$ cat src/rtl/kwdt_pkg.sv
package kwdt_pkg;
  localparam int unsigned CNT_W   = 12;
  localparam int unsigned BUS_W   = 32;
  localparam int unsigned ADDR_W  = 2;

  localparam logic [ADDR_W-1:0] ADDR_CTRL = 2'd0;
  localparam logic [ADDR_W-1:0] ADDR_MODE = 2'd1;
  localparam logic [ADDR_W-1:0] ADDR_STAT = 2'd2;

  localparam logic [7:0] KEY_VAL   = 8'hA5;
  localparam int unsigned KEY_LSB  = 24;
  localparam int unsigned RESTART_BIT = 0;

  localparam int unsigned RELOAD_LSB = 0;
  localparam int unsigned RST_EN_BIT = 13;
  localparam int unsigned CPU_SEL_BIT = 14;
  localparam int unsigned DIS_BIT    = 15;
  localparam int unsigned WIN_LSB    = 16;
  localparam int unsigned DBG_BIT    = 28;

  localparam int unsigned UF_BIT     = 0;
  localparam int unsigned WERR_BIT   = 1;
  localparam int unsigned CNT_LSB    = 16;

  typedef struct packed {
    logic             dbg_frz;
    logic [CNT_W-1:0] win;
    logic             dis;
    logic             cpu_sel;
    logic             rst_en;
    logic [CNT_W-1:0] reload;
  } mode_t;

  localparam mode_t MODE_RST = '{dbg_frz: 1'b0, win: {CNT_W{1'b1}}, dis: 1'b0,
                                 cpu_sel: 1'b0, rst_en: 1'b1, reload: {CNT_W{1'b1}}};

  function automatic mode_t unpack_mode(input logic [BUS_W-1:0] w);
    mode_t m;
    m.reload  = w[RELOAD_LSB +: CNT_W];
    m.win     = w[WIN_LSB +: CNT_W];
    m.rst_en  = w[RST_EN_BIT];
    m.cpu_sel = w[CPU_SEL_BIT];
    m.dis     = w[DIS_BIT];
    m.dbg_frz = w[DBG_BIT];
    return m;
  endfunction

  function automatic logic [BUS_W-1:0] pack_mode(input mode_t m);
    logic [BUS_W-1:0] w;
    w = '0;
    w[RELOAD_LSB +: CNT_W] = m.reload;
    w[WIN_LSB +: CNT_W]    = m.win;
    w[RST_EN_BIT]          = m.rst_en;
    w[CPU_SEL_BIT]         = m.cpu_sel;
    w[DIS_BIT]             = m.dis;
    w[DBG_BIT]             = m.dbg_frz;
    return w;
  endfunction
endpackage

$ cat src/rtl/kwdt_presc.sv
module kwdt_presc #(
  parameter int unsigned PRESC_DIV = 128
) (
  input  logic clk_i,
  input  logic rst_ni,
  input  logic run_i,
  input  logic slow_en_i,
  input  logic clr_i,
  output logic tick_o
);
  localparam int unsigned PW = (PRESC_DIV > 2) ? $clog2(PRESC_DIV) : 1;
  localparam logic [PW-1:0] LAST = PW'(PRESC_DIV - 1);

  logic [PW-1:0] pre_q;
  logic          step;

  assign step   = run_i & slow_en_i;
  assign tick_o = step & (pre_q == LAST);

  always_ff @(posedge clk_i or negedge rst_ni) begin
    if (!rst_ni)      pre_q <= '0;
    else if (clr_i)   pre_q <= '0;
    else if (step)    pre_q <= (pre_q == LAST) ? '0 : pre_q + 1'b1;
  end
endmodule

$ cat src/rtl/kwdt_count.sv
module kwdt_count #(
  parameter int unsigned W = 12
) (
  input  logic         clk_i,
  input  logic         rst_ni,
  input  logic         load_i,
  input  logic [W-1:0] load_val_i,
  input  logic         tick_i,
  output logic [W-1:0] cnt_o,
  output logic         zero_o
);
  logic [W-1:0] cnt_q;

  always_ff @(posedge clk_i or negedge rst_ni) begin
    if (!rst_ni)      cnt_q <= '1;
    else if (load_i)  cnt_q <= load_val_i;
    else if (tick_i)  cnt_q <= cnt_q - 1'b1;
  end

  assign cnt_o  = cnt_q;
  assign zero_o = (cnt_q == '0);
endmodule

$ cat src/rtl/kwdt_regs.sv
module kwdt_regs
  import kwdt_pkg::*;
(
  input  logic              clk_i,
  input  logic              rst_ni,
  input  logic              wr_en_i,
  input  logic              rd_en_i,
  input  logic [ADDR_W-1:0] addr_i,
  input  logic [BUS_W-1:0]  wdata_i,
  input  logic [CNT_W-1:0]  cnt_i,
  input  logic              uf_evt_i,
  input  logic              werr_evt_i,
  output mode_t             mode_o,
  output mode_t             mode_d_o,
  output logic              mode_wr_o,
  output logic              restart_o,
  output logic              locked_o,
  output logic              uf_flag_o,
  output logic              stat_rd_o,
  output logic [BUS_W-1:0]  rdata_o
);
  mode_t mode_q;
  logic  locked_q, uf_q, werr_q;
  logic  unused_wbits;

  assign unused_wbits = ^wdata_i;
  assign mode_d_o  = unpack_mode(wdata_i);
  assign mode_wr_o = wr_en_i & (addr_i == ADDR_MODE) & ~locked_q;
  assign restart_o = wr_en_i & (addr_i == ADDR_CTRL) & wdata_i[RESTART_BIT]
                   & (wdata_i[KEY_LSB +: 8] == KEY_VAL);
  assign stat_rd_o = rd_en_i & (addr_i == ADDR_STAT);

  always_ff @(posedge clk_i or negedge rst_ni) begin
    if (!rst_ni) begin
      mode_q   <= MODE_RST;
      locked_q <= 1'b0;
    end else if (mode_wr_o) begin
      mode_q   <= mode_d_o;
      locked_q <= 1'b1;
    end
  end

  // set wins over read-clear in the same cycle
  always_ff @(posedge clk_i or negedge rst_ni) begin
    if (!rst_ni) begin
      uf_q   <= 1'b0;
      werr_q <= 1'b0;
    end else begin
      uf_q   <= uf_evt_i   | (uf_q   & ~stat_rd_o);
      werr_q <= werr_evt_i | (werr_q & ~stat_rd_o);
    end
  end

  always_comb begin
    rdata_o = '0;
    unique case (addr_i)
      ADDR_MODE: rdata_o = pack_mode(mode_q);
      ADDR_STAT: begin
        rdata_o[UF_BIT]            = uf_q;
        rdata_o[WERR_BIT]          = werr_q;
        rdata_o[CNT_LSB +: CNT_W]  = cnt_i;
      end
      default:   rdata_o = '0;
    endcase
  end

  assign mode_o    = mode_q;
  assign locked_o  = locked_q;
  assign uf_flag_o = uf_q;
endmodule

$ cat src/rtl/kwdt_top.sv
module kwdt_top
  import kwdt_pkg::*;
#(
  parameter int unsigned PRESC_DIV = 128
) (
  input  logic              clk_i,
  input  logic              rst_ni,
  input  logic              slow_en_i,
  input  logic              dbg_i,
  input  logic              wr_en_i,
  input  logic              rd_en_i,
  input  logic [ADDR_W-1:0] addr_i,
  input  logic [BUS_W-1:0]  wdata_i,
  output logic [BUS_W-1:0]  rdata_o,
  output logic              sys_rst_o,
  output logic              cpu_rst_o
);
  mode_t            mode, mode_d;
  logic             mode_wr, restart_req, locked, uf_flag, stat_rd;
  logic             frz_act, run, tick, zero, in_win;
  logic             restart_ok, werr_evt, uf_evt, fire, load;
  logic [CNT_W-1:0] cnt, load_val;
  logic             sys_q, cpu_q;

  kwdt_regs u_regs (
    .clk_i, .rst_ni, .wr_en_i, .rd_en_i, .addr_i, .wdata_i,
    .cnt_i(cnt), .uf_evt_i(uf_evt), .werr_evt_i(werr_evt),
    .mode_o(mode), .mode_d_o(mode_d), .mode_wr_o(mode_wr),
    .restart_o(restart_req), .locked_o(locked), .uf_flag_o(uf_flag),
    .stat_rd_o(stat_rd), .rdata_o
  );

  assign frz_act    = mode.dbg_frz & dbg_i;
  assign run        = ~mode.dis & ~frz_act;
  assign in_win     = (cnt <= mode.win);
  assign restart_ok = restart_req & ~mode.dis & in_win;
  assign werr_evt   = restart_req & ~mode.dis & ~in_win;
  assign uf_evt     = tick & zero & ~mode_wr & ~restart_ok;
  assign fire       = mode.rst_en & (uf_evt | werr_evt);
  assign load       = mode_wr | restart_ok | uf_evt | fire;
  assign load_val   = mode_wr ? mode_d.reload : mode.reload;

  kwdt_presc #(.PRESC_DIV(PRESC_DIV)) u_presc (
    .clk_i, .rst_ni, .run_i(run), .slow_en_i, .clr_i(load), .tick_o(tick)
  );

  kwdt_count #(.W(CNT_W)) u_count (
    .clk_i, .rst_ni, .load_i(load), .load_val_i(load_val),
    .tick_i(tick), .cnt_o(cnt), .zero_o(zero)
  );

  always_ff @(posedge clk_i or negedge rst_ni) begin
    if (!rst_ni) begin
      sys_q <= 1'b0;
      cpu_q <= 1'b0;
    end else begin
      sys_q <= fire & ~mode.cpu_sel;
      cpu_q <= fire &  mode.cpu_sel;
    end
  end

  assign sys_rst_o = sys_q;
  assign cpu_rst_o = cpu_q;
endmodule

$ cat config.mk
export PLATFORM = sky130hd
export DESIGN_NAME = kwdt_top
export DESIGN_NICKNAME = d
export VERILOG_FILES = /design/src/rtl/kwdt_pkg.sv /design/src/rtl/kwdt_presc.sv /design/src/rtl/kwdt_count.sv /design/src/rtl/kwdt_regs.sv /design/src/rtl/kwdt_top.sv
export SDC_FILE = /design/constraint.sdc
export NUM_CORES = 1
export LEC_CHECK = 0
export BUFFER_PORTS_ARGS = -buffer_cell sky130_fd_sc_hd__buf_2
export CORE_AREA = 2 2 83 85
export CTS_BUF_LIST = sky130_fd_sc_hd__clkbuf_4 sky130_fd_sc_hd__clkbuf_8
export DETAILED_ROUTE_END_ITERATION = 10
export DIE_AREA = 0 0 85 87
export GPL_TIMING_DRIVEN = 0
export PLACE_DENSITY_LB_ADDON = 0.15
export SLEW_MARGIN = 0
export SYNTH_ARGS = -nofsm -noshare
export SYNTH_HDL_FRONTEND = slang
export SYNTH_SLANG_ARGS = --single-unit
$ cat constraint.sdc
create_clock -name clk_i -period 2.6 [get_ports clk_i]
set_input_delay 0.26 -clock clk_i [delete_from_list [all_inputs] [get_ports clk_i]]
set_output_delay 0.26 -clock clk_i [all_outputs]
set_load 0.05 [all_outputs]
======== Word level (Yosys, flattened, before mapping) ========
Index checks and enable logic that the tools add are counted.
operators by class
  eq/ne operators ......................... 4
  muxes and demuxes ....................... 10
  magnitude comparators ................... 1
  reduce and logical (&&, ||, !) cells .... 4
  bitwise operators ....................... 35
  add/subtract/negate cells ............... 2
operators with widths
  kind                     count
  $mux W12                 3
  $pmux W12 S2             1
  $and A1 B1 Y1            21
  $mux W7                  3
  $mux W14                 1
  $le A12 B12 Y1           1
  $logic_not A12 Y1        1
  $sub A12 B1 Y12 const B  1
  $eq A8 B8 Y1 const B     1
  $not A1 Y1               8
  $add A7 B1 Y7 const B    1
  $eq A7 B7 Y1 const B     1
  $or A1 B1 Y1             6
  $pmux W2 S2              1
  $reduce_bool A2 Y1       2
  $eq A2 B1 Y1 const B     1
  $eq A2 B2 Y1 const B     1
  $logic_not A2 Y1         1
  $mux W1                  1
storage, ports and cells
  word-level logic and storage cells ...... 69
  flip-flop bits (word level) ............. 52
  input bits .............................. 40

======== Logic depth before layout (Yosys ltp) ========
  depth in word-level cells ............... 12
  gate-level depth with buffers ........... 10

======== Cells and area by module ========
A second synthesis with hierarchy kept.
unflattened totals
  cells, all modules ...................... 351
  area total of the unflattened synthesis .. 3558.4 µm²
by module, submodules not included
  module      seq. area each (µm²)  area each (µm²)  times used  cells each
  kwdt_regs   807.0                 1845.5           1           158
  kwdt_count  315.3                 754.5            1           80
  kwdt_top    50.0                  585.6            1           72
  kwdt_presc  175.2                 372.9            1           41

======== Least setup slack after synthesis ========
Ideal clock, no wire load.
  path kind ............................... register -> register
  start point ............................. register u_count.cnt_q[6] (netlist: u_count.cnt_o[6])
  end point ............................... register u_count.cnt_q[0] (netlist: u_count.cnt_o[0])
  cell stages (with the launch flop) ...... 8
  path slack .............................. -4 ps
  required time ........................... 2518 ps
  clock period less this slack ............ 2604 ps
  arrival time ............................ 2522 ps
  cells stage by stage .................... dfstp_2 > or4_4 > or4_4 > or2_4 > nor4_4 > o21bai_4 > buf_12 > mux2_4
between the ends
  cells in the longest elaborated chain, start to end .. 8
RTL lines
  item                                                 RTL line                          text
  start: declaration                                   kwdt_count.sv:12                  logic [W-1:0] cnt_q;
  start signal: assignment                             kwdt_count.sv:16                  else if (load_i) cnt_q <= load_val_i;
  start signal: assignment                             kwdt_count.sv:17                  else if (tick_i) cnt_q <= cnt_q - 1'b1;
  $le A12 B12 Y1 or $logic_not A12 Y1 (tied branches)  kwdt_top.sv:35, kwdt_count.sv:21
  $and A1 B1 Y1 (on tied branches)                     kwdt_top.sv:36, kwdt_top.sv:38
  $not A1 Y1 or $and A1 B1 Y1 (tied branches)          kwdt_top.sv:38                    assign uf_evt = tick & zero & ~mode_wr & ~restart_ok;
  $and A1 B1 Y1                                        kwdt_top.sv:38
  $or A1 B1 Y1                                         kwdt_top.sv:39                    assign fire = mode.rst_en & (uf_evt | werr_evt);
  $and A1 B1 Y1                                        kwdt_top.sv:39
  $or A1 B1 Y1 (*)                                     kwdt_top.sv:40                    assign load = mode_wr | restart_ok | uf_evt | fire;
  $mux W12 or $reduce_bool A2 Y1 (tied branches)       -
Every way passes the cells marked *; elsewhere a longest branch is shown, timed or not.
A chain may end at the register's enable or synchronous reset.

======== Final worst setup path ========
Same ends and word-level chain as after synthesis.

==> metrics.md <==
| Metric | Value |
|---|---|
| Status | `finished, final reports clean` |
| IO Pins | `74` |
| PD cells | `between 700 and 800 mW/mm2` |
| Layout Cells excl Fill | `~450` |
| Period minus WS final | `around 2.6 ns` |
| Critical path endpoint category | `flop` |
| DR WL/cell | `approximately 16 um` |
| Grt total ovfl | `0` |
| CTS buffer count | `5` |
| DRT antenna net count | `0` |
| Cell taking the most area after synthesis | `dfstp_2` |
| DR vias/cell | `roughly 5.3` |
| Nets | `425` |
| Root buf cell | `clkbuf_8` |
| Routed wire length | `between 6 and 7 mm` |
| LEAKAGE | `roughly 1.8 nW` |
| Worst-margin pin slew | `approximately 1.1 ns` |
| Clock Skew | `roughly 0.0063 ns` |
| Util after Layout | `0.581` |
| Setup tns final | `0 ns` |
| Critical path type | `flop to flop` |
| Clock latency at the later pin of the worst-skew pair | `roughly 0.3 ns` |
| Share of the yosys chip area belonging to registers | `0.429` |
| Req. time, crit path | `approximately 2.8 ns` |
| Placed cell count | `around 430` |
| DRC | `0` |
| Drt first-iter violations | `slightly below 100` |
| Post-synth EDFFs | `0` |
| Gr usage total | `0.196` |
| Type of the most critical hold path | `input pin to async pin` |
| Starting density of the core | `0.479` |
| Worst IR drop on VDD | `just under 400 uV` |
| Cell variety after synth | `45` |
| Final slew viol count | `0` |
| Max Cap Viol | `0` |
| Die width | `roughly 85 um` |
| Pre-CTS setup slack | `-0.367 ns` |
| IO Port Bufs | `just under 70` |
| Final Hold Vio Count | `0` |
| Final Power | `about 2.8 mW` |
| Final WS setup | `between 0.03 and 0.04 ns` |
| Placed Area | `0.00360 mm2` |
| Clock-pin slew on the worst setup and hold paths | `roughly 0.09 ns` |
| Synth Register Bits | `52` |
| Hold slack | `between 0.15 and 0.2 ns` |
| Hold_buf cts | `0` |
| Core area | `around 0.0066 mm2` |
| Syn avg cell area | `~11 um2` |
| Max Fanout on Critical Path | `7` |
| Mapped cell area | `~0.0031 mm2` |
| Post-synth top area share | `0.309` |
| Setup violations, final | `0` |
| RSZ-0062 raised after global routing | `true` |
| # fillers | `approximately 610` |
| Syn. warnings | `0` |
| CTS tree | `done` |
| Final worst-path cycle share | `0.985` |
| Clock Sink Count | `between 50 and 60` |
| Initial antenna violation count | `0` |
| Layout area overhead | `21.4%` |
| Vias | `approximately 2400` |
| Routability cong. | `about 0.82` |
| Fmax | `0.391 GHz` |
| Async set or reset register ratio after synthesis | `1.00` |
| Standard-cell rows | `30` |
| Largest net degree at the start of global routing | `53` |
| Slew HR | `0.240` |
| Worst EP arrival | `about 2.8 ns` |
| Global-route wire length before repair | `around 11 mm` |
| Die Ht | `around 87 um` |
| DP HPWL | `~5.1 mm` |
| CP Launch Type | `flop` |
| Clk buf depth | `2` |
| Area contributors post-synth | `dfstp_2 31%, mux2_2 12%, dfrtp_1 12%` |
| H-tree depth | `2` |
| Share of layout cells above drive strength 1 | `0.495` |
| Fin area | `about 0.0038 mm2` |
| Die area | `approximately 0.0074 mm2` |
| Mapped Cells | `between 200 and 300` |
| Pre-antenna DRT Iters | `4` |
| Vias in the first global route | `2313` |
| N_diodes | `0` |
| Dominant synthesized flop cell | `dfstp_2` |
registers in the layout, summed over array words and instances, names as in the netlist:
signal / flops
cpu_rst_o: 1
sys_rst_o: 1
u_count.cnt_o: 12
u_presc.pre_q: 7
u_regs.locked_o: 1
u_regs.mode_o: 28
u_regs.uf_flag_o: 1
u_regs.werr_q: 1
Yosys cell counts, drive strengths merged, types with 8 or more instances:
cell / number
mux2: 40
dfstp: 37
ha: 18
and2: 16
inv: 16
dfrtp: 15
nor2b: 15
a22oi: 14
nand2: 14
nor2: 11
xor2: 10
buf: 8
worst max-delay path, cell delays in order (launching register included):
cell      delay [ns]
dfstp_2         0.39
or4_4           0.55
or4_4           0.43
or2_4           0.26
nor4_4          0.16
o21bai_4        0.22
buf_12          0.17
mux2_4          0.30
area by class of cell:
class / count / area, um2 / share of cell area
inverter: 16 / 60.1 / 0.0157
timing repair buffer: 75 / 405 / 0.106
tap: 80 / 100 / 0.0262
clock buffer: 7 / 96.3 / 0.0252
clock inverter: 1 / 30.0 / 0.00787
buffer: 15 / 104 / 0.0272
sequential: 52 / 1350 / 0.353
multi-input combinational: 202 / 1670 / 0.439
worst paths after layout:
| path | depth (start not counted) | end | from | slack [ns] |
|---|---|---|---|---|
| max | 7 | u_count.cnt_o[0] | u_count.cnt_o[6] | 0.04 |
| max reg2reg | 7 | u_count.cnt_o[0] | u_count.cnt_o[6] | 0.04 |
| min reg2reg | 1 | u_regs.locked_o | u_regs.locked_o | 0.49 |
| max in group asynchronous | 1 | u_regs.werr_q | rst_ni | 1.73 |
| min in group clk_i | 2 | u_regs.mode_o[13] | wdata_i[14] | 0.19 |
| min | 1 | cpu_rst_o | rst_ni | 0.18 |
power breakdown:
group	internal (mW)	switching (mW)	total, mW	leakage [nW]
registers	1.10	0.183	1.28	0.577
clock network	0.340	0.257	0.597	0.0645
logic	0.448	0.509	0.956	1.14
routing by layer:
metal  global-route usage  vias to the layer above  routed length, um
met2                0.323                       64               3450
met3               0.0455                        4                380
met1                0.262                     1154               3100
met4               0.0505                        0                 61
met5                    0                        -                  0
li1                     -                     1146                  -
kinds of logic after synthesis:
| kind of cell | count (synthesis) | share of synthesized area |
|---|---|---|
| flops | 52 | 0.429 |
| fa+ha+maj | 18 | 0.0716 |
| mux | 41 | 0.154 |
| xor+xnor | 17 | 0.0474 |
| compound gates | 31 | 0.0724 |
| buf+inv | 31 | 0.0521 |
| other cells | 1 | 0.00119 |
| simple gates | 91 | 0.173 |
cell usage in the layout (no fill, tap or decap), drive strengths merged, types with 4 or more instances in the layout:
cell / synthesis / routed
a21oi: 7 / 7
a22oi: 14 / 14
and2: 16 / 16
buf: 8 / 83
clkbuf: 7 / 14
conb: 1 / 4
dfrtp: 15 / 15
dfstp: 37 / 37
ha: 18 / 18
inv: 16 / 16
mux2: 40 / 40
nand2: 14 / 14
nand3: 4 / 4
nand4: 5 / 5
nor2: 11 / 11
nor2b: 15 / 15
nor3: 7 / 7
nor4: 4 / 4
xnor2: 7 / 7
xor2: 10 / 10
what timing repair did:
item | 4_1_cts | 5_1_grt
buffers inserted | 4 | 3
endpoints found under the setup margin | 17 | 17
gates resized for setup | 3 | 2
No activity file was read; power rests on OpenSTA's default activity.
